File: config.mk
export PLATFORM = sky130hd
export DESIGN_NAME = spi_burst_engine
export DESIGN_NICKNAME = d
export VERILOG_FILES = /design/src/rtl/spi_burst_pkg.sv /design/src/rtl/spi_half_timer.sv /design/src/rtl/spi_byte_shifter.sv /design/src/rtl/spi_burst_ctrl.sv /design/src/rtl/spi_burst_engine.sv
export SDC_FILE = /design/constraint.sdc
export NUM_CORES = 1
export LEC_CHECK = 0
export BUFFER_PORTS_ARGS = -buffer_cell sky130_fd_sc_hd__buf_4
export CAP_MARGIN = 0
export CORE_MARGIN = 5
export CORE_UTILIZATION = 60
export DETAILED_ROUTE_END_ITERATION = 16
export HOLD_SLACK_MARGIN = 0.12
export PLACE_DENSITY = 0.82
export SKIP_CTS_REPAIR_TIMING = 1
export SLEW_MARGIN = 20
export SYNTH_ARGS = -nofsm -noshare
export SYNTH_HDL_FRONTEND = slang
export SYNTH_SLANG_ARGS = --single-unit
export TNS_END_PERCENT = 30
File: constraint.sdc
create_clock -name clk -period 9 [get_ports clk]
set_input_delay 0.9 -clock clk [delete_from_list [all_inputs] [get_ports clk]]
set_output_delay 0.9 -clock clk [all_outputs]
set_load 0.02 [all_outputs]
File: src/rtl/spi_burst_pkg.sv
package spi_burst_pkg;
  localparam int WORD_W = 32;
  localparam int BYTE_W = 8;

  typedef enum logic [2:0] {
    ST_IDLE,
    ST_LOAD,
    ST_BYTE_GO,
    ST_BYTE_WAIT,
    ST_WORD_END
  } eng_state_t;
endpackage

File: src/rtl/spi_half_timer.sv
module spi_half_timer #(
  parameter int CLK_HALF = 2
) (
  input  logic clk,
  input  logic rst_n,
  input  logic en_i,
  output logic tick_o
);
  localparam int CW = (CLK_HALF > 1) ? $clog2(CLK_HALF) : 1;

  logic [CW-1:0] cnt_q, cnt_d;

  assign tick_o = en_i && (cnt_q == CW'(CLK_HALF - 1));

  always_comb begin
    if (!en_i || tick_o) cnt_d = '0;
    else                 cnt_d = cnt_q + CW'(1);
  end

  always_ff @(posedge clk or negedge rst_n) begin
    if (!rst_n) cnt_q <= '0;
    else        cnt_q <= cnt_d;
  end
endmodule

File: src/rtl/spi_byte_shifter.sv
module spi_byte_shifter (
  input  logic       clk,
  input  logic       rst_n,
  input  logic       load_i,
  input  logic [7:0] din_i,
  input  logic       tick_i,
  input  logic       miso_i,
  output logic       active_o,
  output logic       sclk_o,
  output logic       mosi_o,
  output logic [7:0] dout_o,
  output logic       done_o
);
  logic       act_q, act_d;
  logic       sclk_q, sclk_d;
  logic [7:0] tx_q, tx_d;
  logic [7:0] rx_q, rx_d;
  logic [2:0] cnt_q, cnt_d;
  logic       done_q, done_d;

  always_comb begin
    act_d  = act_q;
    sclk_d = sclk_q;
    tx_d   = tx_q;
    rx_d   = rx_q;
    cnt_d  = cnt_q;
    done_d = 1'b0;
    if (load_i) begin
      act_d  = 1'b1;
      sclk_d = 1'b0;
      tx_d   = din_i;
      cnt_d  = 3'd0;
    end else if (act_q && tick_i) begin
      if (!sclk_q) begin
        // rising edge: capture the incoming bit
        sclk_d = 1'b1;
        rx_d   = {rx_q[6:0], miso_i};
      end else begin
        // falling edge: advance the outgoing bit or finish
        sclk_d = 1'b0;
        if (cnt_q == 3'd7) begin
          act_d  = 1'b0;
          done_d = 1'b1;
        end else begin
          cnt_d = cnt_q + 3'd1;
          tx_d  = {tx_q[6:0], 1'b0};
        end
      end
    end
  end

  always_ff @(posedge clk or negedge rst_n) begin
    if (!rst_n) begin
      act_q  <= 1'b0;
      sclk_q <= 1'b0;
      tx_q   <= '0;
      rx_q   <= '0;
      cnt_q  <= '0;
      done_q <= 1'b0;
    end else begin
      act_q  <= act_d;
      sclk_q <= sclk_d;
      tx_q   <= tx_d;
      rx_q   <= rx_d;
      cnt_q  <= cnt_d;
      done_q <= done_d;
    end
  end

  assign active_o = act_q;
  assign sclk_o   = sclk_q;
  assign mosi_o   = tx_q[7];
  assign dout_o   = rx_q;
  assign done_o   = done_q;
endmodule

File: src/rtl/spi_burst_ctrl.sv
module spi_burst_ctrl
  import spi_burst_pkg::*;
#(
  parameter int LEN_W = 12
) (
  input  logic              clk,
  input  logic              rst_n,
  input  logic              start_i,
  input  logic [LEN_W-1:0]  len_field_i,
  input  logic              chain_i,
  input  logic              tx_empty_i,
  input  logic [WORD_W-1:0] tx_data_i,
  output logic              tx_pop_o,
  input  logic              rx_full_i,
  output logic [WORD_W-1:0] rx_data_o,
  output logic              rx_push_o,
  output logic              byte_load_o,
  output logic [BYTE_W-1:0] byte_out_o,
  input  logic              byte_done_i,
  input  logic [BYTE_W-1:0] byte_in_i,
  output logic              busy_o,
  output logic              done_o,
  output logic              ovf_o
);
  localparam int RW = LEN_W + 1;

  eng_state_t        st_q, st_d;
  logic [RW-1:0]     rem_q, rem_d;
  logic [WORD_W-1:0] shw_q, shw_d;
  logic [WORD_W-1:0] acc_q, acc_d;
  logic [WORD_W-1:0] rxw_q, rxw_d;
  logic [2:0]        nbyte_q, nbyte_d;
  logic              pop_q, pop_d;
  logic              push_q, push_d;
  logic              ovf_q, ovf_d;
  logic              done_q, done_d;

  logic [RW-1:0] burst_bits;
  logic [RW-1:0] eff_rem;
  logic [5:0]    word_bits;
  logic [5:0]    align_amt;

  // length field plus one, rounded up to whole bytes
  assign burst_bits = ({1'b0, len_field_i} + RW'(8)) & ~RW'(7);
  assign eff_rem    = (rem_q == '0) ? burst_bits : rem_q;
  assign word_bits  = (eff_rem[4:0] == 5'd0) ? 6'd32 : {1'b0, eff_rem[4:0]};
  assign align_amt  = 6'd32 - word_bits;

  always_comb begin
    st_d    = st_q;
    rem_d   = rem_q;
    shw_d   = shw_q;
    acc_d   = acc_q;
    rxw_d   = rxw_q;
    nbyte_d = nbyte_q;
    pop_d   = 1'b0;
    push_d  = 1'b0;
    ovf_d   = 1'b0;
    done_d  = 1'b0;
    case (st_q)
      ST_IDLE: begin
        if (start_i) begin
          if (tx_empty_i) done_d = 1'b1;
          else            st_d   = ST_LOAD;
        end
      end
      ST_LOAD: begin
        rem_d   = eff_rem;
        shw_d   = tx_data_i << align_amt;
        nbyte_d = word_bits[5:3];
        acc_d   = '0;
        pop_d   = 1'b1;
        st_d    = ST_BYTE_GO;
      end
      ST_BYTE_GO: begin
        st_d = ST_BYTE_WAIT;
      end
      ST_BYTE_WAIT: begin
        if (byte_done_i) begin
          acc_d   = {acc_q[WORD_W-BYTE_W-1:0], byte_in_i};
          rem_d   = rem_q - RW'(8);
          shw_d   = {shw_q[WORD_W-BYTE_W-1:0], {BYTE_W{1'b0}}};
          nbyte_d = nbyte_q - 3'd1;
          st_d    = (nbyte_q == 3'd1) ? ST_WORD_END : ST_BYTE_GO;
        end
      end
      ST_WORD_END: begin
        if (rx_full_i) begin
          ovf_d = 1'b1;
        end else begin
          push_d = 1'b1;
          rxw_d  = acc_q;
        end
        if (((rem_q == '0) && !chain_i) || tx_empty_i) done_d = 1'b1;
        st_d = tx_empty_i ? ST_IDLE : ST_LOAD;
      end
      default: st_d = ST_IDLE;
    endcase
  end

  always_ff @(posedge clk or negedge rst_n) begin
    if (!rst_n) begin
      st_q    <= ST_IDLE;
      rem_q   <= '0;
      shw_q   <= '0;
      acc_q   <= '0;
      rxw_q   <= '0;
      nbyte_q <= '0;
      pop_q   <= 1'b0;
      push_q  <= 1'b0;
      ovf_q   <= 1'b0;
      done_q  <= 1'b0;
    end else begin
      st_q    <= st_d;
      rem_q   <= rem_d;
      shw_q   <= shw_d;
      acc_q   <= acc_d;
      rxw_q   <= rxw_d;
      nbyte_q <= nbyte_d;
      pop_q   <= pop_d;
      push_q  <= push_d;
      ovf_q   <= ovf_d;
      done_q  <= done_d;
    end
  end

  assign byte_load_o = (st_q == ST_BYTE_GO);
  assign byte_out_o  = shw_q[WORD_W-1 -: BYTE_W];
  assign busy_o      = (st_q != ST_IDLE);
  assign tx_pop_o    = pop_q;
  assign rx_push_o   = push_q;
  assign rx_data_o   = rxw_q;
  assign ovf_o       = ovf_q;
  assign done_o      = done_q;
endmodule

File: src/rtl/spi_burst_engine.sv
module spi_burst_engine
  import spi_burst_pkg::*;
#(
  parameter int LEN_W    = 12,
  parameter int CLK_HALF = 2
) (
  input  logic              clk,
  input  logic              rst_n,
  input  logic              start_i,
  input  logic [LEN_W-1:0]  len_field_i,
  input  logic              chain_i,
  input  logic              tx_empty_i,
  input  logic [WORD_W-1:0] tx_data_i,
  output logic              tx_pop_o,
  input  logic              rx_full_i,
  output logic [WORD_W-1:0] rx_data_o,
  output logic              rx_push_o,
  output logic              sclk_o,
  output logic              mosi_o,
  input  logic              miso_i,
  output logic              busy_o,
  output logic              done_o,
  output logic              ovf_o
);
  logic [1:0]        rst_sync_q;
  logic              rst_int_n;
  logic              byte_load;
  logic [BYTE_W-1:0] byte_out;
  logic [BYTE_W-1:0] byte_in;
  logic              byte_done;
  logic              shift_active;
  logic              half_tick;

  // asynchronous assertion, synchronous release
  always_ff @(posedge clk or negedge rst_n) begin
    if (!rst_n) rst_sync_q <= 2'b00;
    else        rst_sync_q <= {rst_sync_q[0], 1'b1};
  end
  assign rst_int_n = rst_sync_q[1];

  spi_burst_ctrl #(.LEN_W(LEN_W)) u_ctrl (
    .clk         (clk),
    .rst_n       (rst_int_n),
    .start_i     (start_i),
    .len_field_i (len_field_i),
    .chain_i     (chain_i),
    .tx_empty_i  (tx_empty_i),
    .tx_data_i   (tx_data_i),
    .tx_pop_o    (tx_pop_o),
    .rx_full_i   (rx_full_i),
    .rx_data_o   (rx_data_o),
    .rx_push_o   (rx_push_o),
    .byte_load_o (byte_load),
    .byte_out_o  (byte_out),
    .byte_done_i (byte_done),
    .byte_in_i   (byte_in),
    .busy_o      (busy_o),
    .done_o      (done_o),
    .ovf_o       (ovf_o)
  );

  spi_half_timer #(.CLK_HALF(CLK_HALF)) u_timer (
    .clk    (clk),
    .rst_n  (rst_int_n),
    .en_i   (shift_active),
    .tick_o (half_tick)
  );

  spi_byte_shifter u_shift (
    .clk      (clk),
    .rst_n    (rst_int_n),
    .load_i   (byte_load),
    .din_i    (byte_out),
    .tick_i   (half_tick),
    .miso_i   (miso_i),
    .active_o (shift_active),
    .sclk_o   (sclk_o),
    .mosi_o   (mosi_o),
    .dout_o   (byte_in),
    .done_o   (byte_done)
  );
endmodule

## Word level (Yosys, flattened, before mapping)

Cells that the tools add are included.

- Flip-flop bits (word level): 144
- Input bits: 51
- Logic and storage cells: 107

- Reductions and logical operators: 22
- Add/subtract/negate cells: 6
- Shift operators: 1
- Bitwise gates (word level): 3
- Equal/unequal tests: 11
- Multiplexer cells: 45

Operators with widths:

| cell | count |
|---|---|
| $pmux 32 s2 | 2 |
| $mux 32 | 2 |
| $mux 8 | 4 |
| $shl 32x6->32 | 1 |
| $mux 3 | 9 |
| $mux 13 | 2 |
| $pmux 13 s2 | 1 |
| $mux 1 | 21 |
| $pmux 3 s5 | 1 |
| $reduce_and 3->1 | 5 |
| $add 12x4->13 const B | 1 |
| $logic_not 13->1 | 1 |
| $sub 13x4->13 const B | 1 |
| $ne 2x2->1 const B | 4 |
| $reduce_bool 2->1 | 4 |
| $eq 3x1->1 const B | 2 |
| $eq 3x2->1 const B | 2 |
| $eq 3x3->1 const B | 2 |
| $mux 6 | 1 |
| $pmux 3 s2 | 1 |
| $sub 6x6->6 const A | 1 |
| $logic_not 5->1 | 1 |
| $reduce_and 2->1 | 2 |
| $add 3x1->3 const B | 1 |
| 10 further kinds | 16 |

## Depth between registers and ports, before layout

Gate-level depths: netlist of the first run.

- Word-level depth: 7
- Depth in mapped cells: 13
- Gate-level depth less buffers: 8

## By module

A second synthesis of the first run with hierarchy kept.

- Cell total of the unflattened synthesis: 737
- Area total of the unflattened synthesis: 8037.7 um^2

By module, submodules not included:

| module | area an instance (um^2) | cells each | instances | sequential area each (um^2) |
|---|---|---|---|---|
| spi_burst_ctrl | 6917.9 | 665 | 1 | 2977.9 |
| spi_byte_shifter | 1024.7 | 66 | 1 | 550.5 |
| spi_burst_engine | 53.8 | 3 | 1 | 50.0 |
| spi_half_timer | 41.3 | 3 | 1 | 25.0 |

## Least setup slack after synthesis of the first run

Ideal clock, no wire load.

- Kind: register to register
- Start: register u_ctrl.rem_q[0]
- End: register u_ctrl.shw_q[10]
- Slack: 6216 ps
- Cell stages (with the launch flop): 13
- Path buffers: 5
- Arrival: 2661 ps
- Cell sequence: dfrtp_1 buf_4 inv_1 buf_2 ha_1 clkbuf_1 buf_2 buf_2 mux4_2 mux2i_1 mux2i_1 a221oi_2 nor2_1

- Cells in the longest elaborated chain, start to end: 7

Ends and longest elaborated chain:

| item | RTL line | text |
|---|---|---|
| from (decl) | spi_burst_ctrl.sv:28 | `logic [RW-1:0] rem_q, rem_d;` |
| from (signal assigned) | spi_burst_ctrl.sv:115 | `rem_q <= rem_d;` |
| $logic_not 13->1 | spi_burst_ctrl.sv:45 | `assign eff_rem = (rem_q == '0) ? burst_bits : rem_q;` |
| $mux 13 * | spi_burst_ctrl.sv:45 |  |
| $logic_not 5->1 | spi_burst_ctrl.sv:46 | `assign word_bits = (eff_rem[4:0] == 5'd0) ? 6'd32 : {1'b0, eff_rem[4:0]};` |
| $mux 6 * | spi_burst_ctrl.sv:46 |  |
| $sub 6x6->6 * | spi_burst_ctrl.sv:47 | `assign align_amt = 6'd32 - word_bits;` |
| $shl 32x6->32 * | spi_burst_ctrl.sv:69 | `shw_d = tx_data_i << align_amt;` |
| $pmux 32 s2 * | spi_burst_ctrl.sv:60 | `case (st_q)` |
| to (signal assigned) | spi_burst_ctrl.sv:116 | `shw_q <= shw_d;` |
| to (decl) | spi_burst_ctrl.sv:29 | `logic [WORD_W-1:0] shw_q, shw_d;` |

Mark *: on every way between the ends. The rest lies on a longest branch, timed or not. The select of a mux whose other input is x is not followed.
A chain may end at the register's enable or synchronous reset.

## Final worst setup path of the first run

- Start: register u_ctrl.rem_q[0]
- End: register u_ctrl.shw_q[31]

The elaborated chain is that of the path after synthesis.

==> summary.txt, run 1 <==
Power and ir drop
  – Pwr Total: approximately 2.0 mW
  – Pwr dens: between 200 and 250 mW/mm²
  – Combinational share of power: between 20 and 25%
  – Net switching power: 631 µW
  – Leakage: between 4 and 5 nW
  – Clock power frac: 34.9%
  – Internal: between 1 and 1.5 mW
  – Peak VDD IR: about 0.16 mV
  – Switching part of the total: between 30% and 40%
  – Register share of total power: roughly 44%

Final layout
  – Area Growth Syn to Fin: 16.2%
  – FILL cells: about 900
  – Fin util: 71.8%
  – Nets@finish: 843
  – Layout cell share with drive strength beyond 1: approximately 27%
  – Antenna diodes: 0

Timing
  – Clk_skew: ~0.010 ns
  – Setup TNS: 0 ns
  – Worst relative slew slack: 39.6%
  – FMAX: slightly below 0.3 GHz
  – Tmin final: between 3 and 4 ns
  – Worst slew pin tran: approximately 0.9 ns
  – Max Slew Vio Count: 0
  – Final worst-path cycle share: approximately two fifths
  – Unrepaired setup endpoints after global routing: false
  – Finish-stage setup viols: 0
  – Endpoints failing hold: 0

CTS
  – Sink Count: between 100 and 150
  – CTS tree: yes
  – Clock Latency Late Sink: approximately 0.43 ns
  – Clk buf depth: 2
  – TritonCTS buffer count: 17
  – Max H-tree Level: 4
  – Root buf cell: clkbuf_16
  – CTS clk-pin slew, worst paths: around 0.070 ns

Yosys
  – Ys flop type: dfrtp_1
  – Top cell type's share of synthesized area: between 40% and 50%
  – Post-synthesis sequential area ratio: a little under half
  – Synth cell types: 64
  – Flops & latches, synth: 144
  – Number of flops mapped to enable cells by yosys: 0
  – Mapped Nets: just under 800
  – Synth area leaders: dfrtp_1 46%, mux2i_1 7.6%, mux2_2 7.4%, mux4_2 4.9%, a22o_1 4.0%
  – Area leader, netlist: dfrtp_1
  – Top-count cell post-synth: dfrtp_1
  – Avg Inst Size Synth: approximately 11 µm²
  – Post-synth top cells: 144 x dfrtp_1, 66 x nor2_1, 63 x nand2_1
  – Synth warn: 0
  – FFs w/ async S/R, synth: 100%
  – Cell Area, Synth: roughly 0.008 mm²
  – Mapped Cells: slightly above 700

Global route
  – Remaining Overflow, GRT: 0
  – Antenna violations before repair: 0
  – Vias in the first global route: 6,152
  – GR Util All Layers: 25.0%
  – Largest net degree at the start of global routing: between 80 and 90
  – Wire length of the first global-routing pass: approximately 32 mm

Setup path
  – Top cell by count, worst path: mux2i_1
  – WP buf/inv: 3
  – R2R depth: 10
  – Worst Path Arrival: 3.75 ns
  – Worst Path Max Fanout: 40
  – WP depth: 10
  – Data required time of the critical path: a little over 9 ns
  – Critical Path Sink Type: flip-flop
  – WS Path Type: reg2reg
  – Flop-to-flop setup slack: 5.54 ns
  – Startpoint Class: flip-flop
  – Crit-path cells: buf_4, inv_1, ha_1, buf_4, mux2i_1, mux2i_1, mux2i_1, mux2i_1, a22oi_1, a21oi_1
  – Slowest cell delay on critical path: around 0.42 ns
  – Reg-to-reg startpoint: u_ctrl.rem_q[0]
  – CP top delay family: buffers and inverters
  – R2R Path End: u_ctrl.shw_q[31]
  – Crit-path slowest cell: buf_4

Drt
  – Drt drc: 0
  – Post-DRT Antenna Nets: 0
  – DR vias/cell: roughly 6.4
  – DRT Wirelength: just under 20 mm
  – First drt pass iteration count: 6
  – Iter 0 DRT Violations: ~670
  – Vias: between 6,000 and 7,000
  – Wire per inst: 20.0 µm

Placement
  – I/O Buffers: 86
  – GP Congestion: between 0.8 and 0.9
  – Detailed Place HPWL: roughly 13 mm

Die
  – Die Ht: 124 µm
  – Core area: around 0.013 mm²
  – DIE WIDTH: 124 µm
  – Die area: 0.0155 mm²
  – Num ports: 90
  – Initial core utilization: approximately 62%
  – Row cnt: 41

Worst hold path
  – Worst hold path class: in2async

Job
  – Max-Cap Viols: 0

Run status
  – Outcome: completed
worst register-to-register path: cells and delay by family, from the launching register on:
kind	cells	cell delay, ns
buf+inv	3	1.17
compound gates	2	0.36
fa+ha+maj	1	0.38
flops	1	0.33
mux	4	1.09
power groups by stage:
stage	Sequential [mW]	Combinational, mW	Clock (mW)
after floorplan	0.839	0.313	0
after global placement	0.855	0.385	0
after detailed placement	0.862	0.406	0
after CTS	0.855	0.417	0.690
after global routing	0.871	0.468	0.719
final	0.857	0.422	0.686
cells by family (layout without fill, tap and decap cells):
| logic type | count (synthesis) | count (layout) | synth area share, % |
|---|---|---|---|
| xor gates and xnor gates | 10 | 10 | 1.21 |
| muxes | 130 | 130 | 20.1 |
| DFF | 144 | 144 | 45.8 |
| AOI/OAI and AO/OA | 174 | 174 | 15.9 |
| adders and majority gates | 7 | 7 | 1.11 |
| buffers and inverters | 62 | 138 | 3.76 |
| and+or+nand+nor | 194 | 194 | 12.0 |
| other | 1 | 1 | 0.0477 |
metrics by stage:
step           hold slack [ns]  instances  setup slack (ns)  instance area [µm²]
2_1_floorplan            0.331        722              4.69                 7860
3_3_place_gp             0.340        938              5.67                 8550
3_5_place_dp             0.340        938              5.62                 8550
4_1_cts                  0.232        970              5.58                 9130
5_1_grt                  0.229        970              5.21                 9140
6_report                 0.240        970              5.54                 9140
final cells by class:
class,instances,area (µm²),area share (%)
clock buffers,18,429,4.70
repair buffers,95,717,7.85
multi-input cells,516,3980,43.5
clock inverters,14,148,1.62
flip-flops and latches,144,3610,39.5
inverters,11,41.3,0.452
well taps,172,215,2.36
worst max-delay path by stage:
stage	start	endpoint	slack, ns
final	u_ctrl.rem_q[0]	u_ctrl.shw_q[31]	5.54
after global routing	u_ctrl.rem_q[0]	u_ctrl.shw_q[30]	5.21
after CTS	u_ctrl.rem_q[0]	u_ctrl.shw_q[19]	5.58
after detailed placement	u_ctrl.rem_q[0]	u_ctrl.shw_q[15]	5.62
after global placement	u_ctrl.rem_q[0]	u_ctrl.shw_q[31]	5.67
after floorplan	rst_sync_q[1]	u_ctrl.acc_q[0]	4.69
cell usage in the layout, fill, tap and decap left out, types with 4 or more instances in the layout:
master	netlist	final
a22o_1	36	36
nor2_1	66	64
inv_1	11	11
clkinvlp_4	0	5
o211ai_1	4	4
mux2i_1	60	60
buf_4	7	94
a31oi_1	10	10
nor3_1	11	11
nand2_1	63	63
mux4_2	17	17
nand3_1	9	9
inv_8	0	4
a21oi_1	24	24
mux2_2	52	52
ha_1	7	7
and3_1	6	6
nor2b_1	6	6
o21a_1	4	4
dfrtp_1	144	143
a221oi_2	7	7
nand2b_1	4	4
o21ai_0	47	46
clkbuf_16	0	17
xnor2_1	4	4
or3_1	4	4
xor2_1	5	5
a22oi_1	13	13
state kept, by name (all words and copies together), names as in the netlist, 2 cells and up:
name	flops
u_ctrl.nbyte_q	3
u_ctrl.rx_data_o	32
u_shift.cnt_q	3
u_ctrl.st_q	3
u_shift.dout_o	8
u_ctrl.rem_q	13
rst_sync_q	2
u_ctrl.acc_q	32
u_ctrl.shw_q	32
u_shift.tx_q	8
per-layer routing:
metal  GRT usage, %  wire length [µm]
met3           4.59              1320
met2           40.8              9640
met1           34.0              8030
met4           8.25               361
met5              0                 0
(Power assumes the default switching activity.)
==> inputs of run 2 (changes only) <==
ABC_AREA = 1   (was not set)
CORE_UTILIZATION = 53   (was 60)
PLACE_DENSITY = 0.76   (was 0.82)
clock period = 3.15 ns   (was 9 ns; I/O delays follow)
==> run 2 against run 1 <==
Register-to-register slack got worse by 5.0 ns. Critical path type unchanged. Non-clock buffer count increased by 9. Die area increased by 11%. Largest cell class is now sequential cells.
==> summary.txt, run 2 <==
CTS
  – CTS tree: yes
  – Clock Latency Late Sink: 0.42 ns (about the same)
  – Sink Count: 144 (unchanged)
  – Max H-tree Level: 4 (unchanged)
  – TritonCTS buffer count: 17 (unchanged)
  – CTS clk-pin slew, worst paths: 0.06 ns (about the same)
  – Root buf cell: clkbuf_16
  – Clk buf depth: 2 (unchanged)

Power and ir drop
  – Leakage: 4.50 nW (+9.3%)
  – Pwr Total: 4.19 mW (+110%)
  – Peak VDD IR: 0.389 mV (+140%)
  – Pwr dens: 461 mW/mm² (+110%)

Yosys
  – Synth warn: 0 (unchanged)
  – Number of flops mapped to enable cells by yosys: 0 (unchanged)
  – Synth cell types: 41 (-36%)
  – Mapped Cells: 1,049 (+45%)
  – Mapped Nets: 1,107 (+42%)
  – Ys flop type: dfrtp_1
  – Top-count cell post-synth: nand2_1
  – Post-synthesis sequential area ratio: 46.5% (+0.69 points)
  – Flops & latches, synth: 144 (unchanged)
  – Post-synth top cells: 330 x nand2_1, 144 x dfrtp_1, 110 x o21ai_0
  – Area leader, netlist: dfrtp_1
  – Synth area leaders: dfrtp_1 47%, nand2_1 16%, o21ai_0 7.1%, nand3_1 5.8%, inv_1 4.8%
  – Cell Area, Synth: 0.00774 mm² (-1.5%)
  – Avg Inst Size Synth: 7.38 µm² (-32%)
  – Top cell type's share of synthesized area: 46.5% (+0.69 points)
  – FFs w/ async S/R, synth: 100% (unchanged)

Final layout
  – Layout cell share with drive strength beyond 1: 14.5% (-13 points)
  – Area Growth Syn to Fin: 17.5%
  – Most common cell after layout, fill and taps aside: nand2_1
  – Design area: 0.00910 mm² (-0.41%)
  – Nets@finish: 1,174 (+39%)
  – Commonest cells after routing, fill and taps aside: 330 x nand2_1, 143 x dfrtp_1, 110 x o21ai_0
  – Antenna diodes: 0 (unchanged)

Die
  – Core area: 0.0144 mm² (+13%)
  – Num ports: 90 (unchanged)
  – DIE WIDTH: 131 µm (+5.2%)
  – Die Ht: 131 µm (+5.2%)
  – Initial core utilization: 53.7% (-8.1 points)
  – Row cnt: 44 (+7.3%)
  – Die area: 0.0171 mm² (+11%)

Worst hold path
  – Worst hold path stage count: 3
  – Worst hold path class: in2reg

Timing
  – Final worst-path cycle share: 84.0% (+46 points)
  – Clk_skew: 0.0123 ns (+0.00193 ns)
  – Worst slew pin tran: 0.859 ns (-0.0449 ns)
  – Setup TNS: 0 ns (unchanged)
  – Tmin final: 2.65 ns (-0.811 ns)
  – Hold Slack: 0.147 ns (-0.0925 ns)
  – Unrepaired setup endpoints after global routing: false
  – Fin worst setup slack: 0.505 ns (-5.04 ns)
  – FMAX: 0.378 GHz (+31%)
  – Max Slew Vio Count: 0 (unchanged)
  – Endpoints failing hold: 0 (unchanged)
  – Finish-stage setup viols: 0 (unchanged)
  – Worst relative slew slack: 42.7% (+3.0 points)

Drt
  – Drt drc: 0 (unchanged)
  – Iter 0 DRT Violations: 566 (-16%)
  – First drt pass iteration count: 5 (-1)
  – DR vias/cell: 5.30 (-17%)
  – Post-DRT Antenna Nets: 0 (unchanged)
  – DRT Wirelength: 17.7 mm (-8.6%)
  – Wire per inst: 13.5 µm (-32%)
  – Vias: 6,953 (+12%)

Run status
  – Outcome: completed

Placement
  – I/O Buffers: 86 (unchanged)
  – GP Congestion: 0.871 (-2.9%)
  – DP Area: 0.00849 mm² (-0.75%)
  – Pre-CTS setup slack: 0.575 ns (-5.05 ns)
  – Detailed Place HPWL: 12.4 mm (-4.4%)

Setup path
  – Worst Path Max Fanout: 38 (-5.0%)
  – WS Path Type: reg2reg
  – Startpoint Class: flip-flop
  – Critical Path Sink Type: flip-flop
  – Data required time of the critical path: 3.45 ns (-5.84 ns)
  – R2R depth: 13 (+3)
  – Flop-to-flop setup slack: 0.50 ns (-5.04 ns)
  – Worst Path Arrival: 2.94 ns (-0.81 ns)

Job
  – Max-Cap Viols: 0 (unchanged)

Global route
  – Vias in the first global route: 6,195 (+0.70%)
  – Wire length of the first global-routing pass: 29.4 mm (-7.6%)
  – Remaining Overflow, GRT: 0 (unchanged)
  – Largest net degree at the start of global routing: 65 (-24%)
  – Antenna violations before repair: 0 (unchanged)
  – GR Util All Layers: 21.4% (-3.6 points)
run 2: layout make-up:
| class | count | area [µm²] |
|---|---|---|
| repair buffers | 104 | 798 |
| fillers | 1307 | 5330 |
| well taps | 184 | 230 |
| flip-flops and latches | 144 | 3610 |
| clock inverters | 8 | 133 |
| inverters | 109 | 409 |
| clock buffers | 23 | 458 |
| multi-input cells | 740 | 3460 |
run 2: report_power, final:
part	switching, mW	internal (mW)	total (mW)	leakage [nW]
Combinational	0.152	0.113	0.266	2.63
Clock	0.743	1.27	2.01	0.282
Sequential	0.0303	1.89	1.92	1.59
Total	0.926	3.26	4.19	4.50
run 2: kinds of logic (layout without fill, tap and decap cells):
group | after synthesis | after routing | synth area share (%)
AO/OA/AOI/OAI | 218 | 218 | 15.3
XOR/XNOR | 2 | 2 | 0.226
adder cells (fa/ha/maj) | 7 | 7 | 1.13
buffers and inverters | 165 | 244 | 8.80
flip-flops | 144 | 144 | 46.5
other | 1 | 1 | 0.0484
AND/OR/NAND/NOR | 512 | 512 | 27.9
run 2: path summary, 6_finish.rpt:
path,end,from
max in group asynchronous,u_shift.tx_q[7],rst_sync_q[1]
setup reg to reg,u_ctrl.shw_q[29],u_ctrl.rem_q[0]
hold / removal,u_shift.dout_o[0],miso_i
setup / recovery,u_ctrl.shw_q[29],u_ctrl.rem_q[0]
min in group asynchronous,rst_sync_q[0],rst_n
hold reg to reg,u_ctrl.rx_data_o[29],rst_sync_q[1]
run 2: routing by layer:
| layer | share of wire [%] | global-route usage [%] | vias up | wire length, µm |
|---|---|---|---|---|
| met5 | 0 | 0 | - | 0 |
| met4 | 1.6 | 6.53 | 0 | 289 |
| met3 | 4.8 | 4.63 | 32 | 848 |
| met2 | 46 | 32.6 | 180 | 8100 |
| li1 | - | - | 3539 | - |
| met1 | 48 | 30.9 | 3202 | 8440 |
run 2: critical path, cell delays in order (launching register included):
cell	delay, ns
dfrtp_1	0.39
buf_4	0.23
nor2_4	0.11
nand2_1	0.09
nor2_4	0.18
nand2_4	0.12
nand2_4	0.10
nand3_4	0.16
nand2_2	0.51
inv_2	0.18
nand2_1	0.12
nand3_1	0.07
nand3_1	0.16
nand3_1	0.08
run 2: through the flow:
stage | utilization [%] | instances
finish | 63.1 | 1312
global route | 63.1 | 1312
CTS | 62.9 | 1310
detailed placement | 58.8 | 1279
global placement | 58.8 | 1279
floorplan | - | 1049
==> inputs of run 3 (changes only) <==
CORE_UTILIZATION = 59   (was 53)
PLACE_DENSITY = 0.8   (was 0.76)
clock period = 2.5 ns   (was 3.15 ns; I/O delays follow)
==> run 3 against run 2 <==
Power is 24% higher. Non-clock buffer count up 11. Clock power up 22%. Highest routed layer unchanged.
==> summary.txt, run 3 (same netlist as run 2, synthesis figures left out) <==
Timing
  – Final worst-path cycle share: 89.1% (+5.2 points)
  – Endpoints failing hold: 0 (unchanged)
  – FMAX: 0.449 GHz (+19%)
  – Tmin final: 2.23 ns (-0.417 ns)
  – Finish-stage setup viols: 0 (unchanged)
  – Unrepaired setup endpoints after global routing: false
  – Max Slew Vio Count: 0 (unchanged)
  – Setup TNS: 0 ns (unchanged)
  – Worst relative slew slack: 40.8% (-1.8 points)
  – Clk_skew: 0.00648 ns (-0.00584 ns)
  – Hold Slack: 0.145 ns (-0.00191 ns)
  – Fin worst setup slack: 0.271 ns (-0.233 ns)
  – Worst slew pin tran: 0.887 ns (+0.0277 ns)

Die
  – DIE WIDTH: 125 µm (-4.8%)
  – Initial core utilization: 60.9% (+7.2 points)
  – Core area: 0.0127 mm² (-12%)
  – Num ports: 90 (unchanged)
  – Die Ht: 125 µm (-4.8%)
  – Die area: 0.0155 mm² (-9.4%)
  – Row cnt: 41 (-6.8%)

Setup path
  – Data required time of the critical path: 2.86 ns (-0.59 ns)
  – Worst Path Max Fanout: 31 (-18%)
  – Crit-path slowest cell: dfrtp_1
  – Crit-path cells: inv_2, ha_1, inv_1, nor2_1, nor2_2, buf_4, nand3_1, o21ai_0, nand2_1, nand2_1, nand2_1, nand3_1, nand2_1, inv_1
  – WS Path Type: reg2reg
  – Reg-to-reg startpoint: u_ctrl.rem_q[0]
  – Worst Path Arrival: 2.59 ns (-0.35 ns)
  – R2R depth: 14 (+1)
  – Critical Path Sink Type: flip-flop
  – Flop-to-flop setup slack: 0.27 ns (-0.23 ns)
  – Top cell by count, worst path: nand2_1
  – Slowest cell delay on critical path: 0.43 ns (-0.08 ns)
  – R2R Path End: u_ctrl.shw_q[30]
  – Startpoint Class: flip-flop

Global route
  – GR Util All Layers: 24.1% (+2.7 points)
  – Vias in the first global route: 6,656 (+7.4%)
  – Largest net degree at the start of global routing: 65 (unchanged)
  – Wire length of the first global-routing pass: 31.3 mm (+6.4%)
  – Antenna violations before repair: 0 (unchanged)
  – Remaining Overflow, GRT: 0 (unchanged)

Worst hold path
  – Worst hold path class: in2async

Drt
  – Post-DRT Antenna Nets: 0 (unchanged)
  – Wire per inst: 13.9 µm (+2.9%)
  – First drt pass iteration count: 5 (unchanged)
  – Drt drc: 0 (unchanged)
  – DR vias/cell: 5.42 (+2.3%)
  – Vias: 7,112 (+2.3%)
  – DRT Wirelength: 18.2 mm (+2.9%)
  – Iter 0 DRT Violations: 472 (-17%)

CTS
  – Root buf cell: clkbuf_16
  – CTS clk-pin slew, worst paths: 0.06 ns (about the same)
  – CTS tree: yes
  – Max H-tree Level: 4 (unchanged)
  – TritonCTS buffer count: 17 (unchanged)
  – Sink Count: 144 (unchanged)
  – Clk buf depth: 2 (unchanged)
  – Clock Latency Late Sink: 0.42 ns (about the same)

Placement
  – GP Congestion: 0.843 (-3.2%)
  – I/O Buffers: 86 (unchanged)
  – DP Area: 0.00857 mm² (+0.97%)
  – Detailed Place HPWL: 12.8 mm (+3.3%)
  – Pre-CTS setup slack: 0.304 ns (-0.271 ns)

Job
  – Max-Cap Viols: 0 (unchanged)

Power and ir drop
  – Leakage: 4.56 nW (+1.4%)
  – Peak VDD IR: 0.377 mV (-3.3%)
  – Pwr dens: 567 mW/mm² (+23%)
  – Pwr Total: 5.21 mW (+24%)

Final layout
  – Commonest cells after routing, fill and taps aside: 330 x nand2_1, 143 x dfrtp_1, 109 x o21ai_0
  – Antenna diodes: 0 (unchanged)
  – Layout cell share with drive strength beyond 1: 15.6% (+1.1 points)
  – Area Growth Syn to Fin: 18.8%
  – Design area: 0.00920 mm² (+1.1%)
  – Most common cell after layout, fill and taps aside: nand2_1
  – Nets@finish: 1,185 (+0.94%)

Run status
  – Outcome: completed
[run 3: per-stage QoR]
stage | cells | util, %
2_1_floorplan | 1049 | -
3_3_place_gp | 1275 | 67.4
3_5_place_dp | 1275 | 67.4
4_1_cts | 1307 | 71.9
5_1_grt | 1312 | 72.3
6_report | 1312 | 72.3
[run 3: how the worst max path moves through the flow]
stage / slack (ns) / depth (start not counted) / from / endpoint
2_1_floorplan: 0.11 / 0 / rst_sync_q[1] / u_ctrl.acc_q[0]
6_report: 0.27 / 14 / u_ctrl.rem_q[0] / u_ctrl.shw_q[30]
4_1_cts: 0.26 / 14 / u_ctrl.rem_q[0] / u_ctrl.shw_q[30]
3_5_place_dp: 0.30 / 14 / u_ctrl.rem_q[0] / u_ctrl.shw_q[30]
5_1_grt: 0.05 / 14 / u_ctrl.rem_q[0] / u_ctrl.shw_q[30]
3_3_place_gp: 0.36 / 15 / u_ctrl.rem_q[0] / u_ctrl.shw_q[30]
[run 3: layout make-up]
class | count | area [µm²]
repair buffers | 115 | 926
clock buffers | 17 | 425
well taps | 172 | 215
multi-input cells | 740 | 3460
clock inverters | 15 | 150
inverters | 109 | 412
flip-flops and latches | 144 | 3610
fillers | 1046 | 3520
[run 3: per-layer routing]
layer | vias to the layer above | wire length, µm | share of wire (%) | track usage (%)
met5 | - | 0 | 0 | 0
met4 | 0 | 410 | 2.3 | 8.70
met3 | 32 | 1030 | 5.7 | 5.62
met2 | 207 | 8510 | 47 | 38.1
met1 | 3311 | 8250 | 45 | 32.7
li1 | 3562 | - | - | -
[run 3: power by group]
| group | switching [mW] | total (mW) | internal [mW] | leakage [nW] |
|---|---|---|---|---|
| Clock | 1.06 | 2.45 | 1.40 | 0.275 |
| Combinational | 0.204 | 0.352 | 0.148 | 2.70 |
| Sequential | 0.0333 | 2.41 | 2.37 | 1.59 |
| Total | 1.29 | 5.21 | 3.92 | 4.56 |
[run 3: worst max-delay path: cells and delay by family (launching register included)]
family | cells | cell delay [ns]
simple gates | 8 | 0.81
buf+inv | 4 | 0.51
flops | 1 | 0.43
fa+ha+maj | 1 | 0.24
compound gates | 1 | 0.16
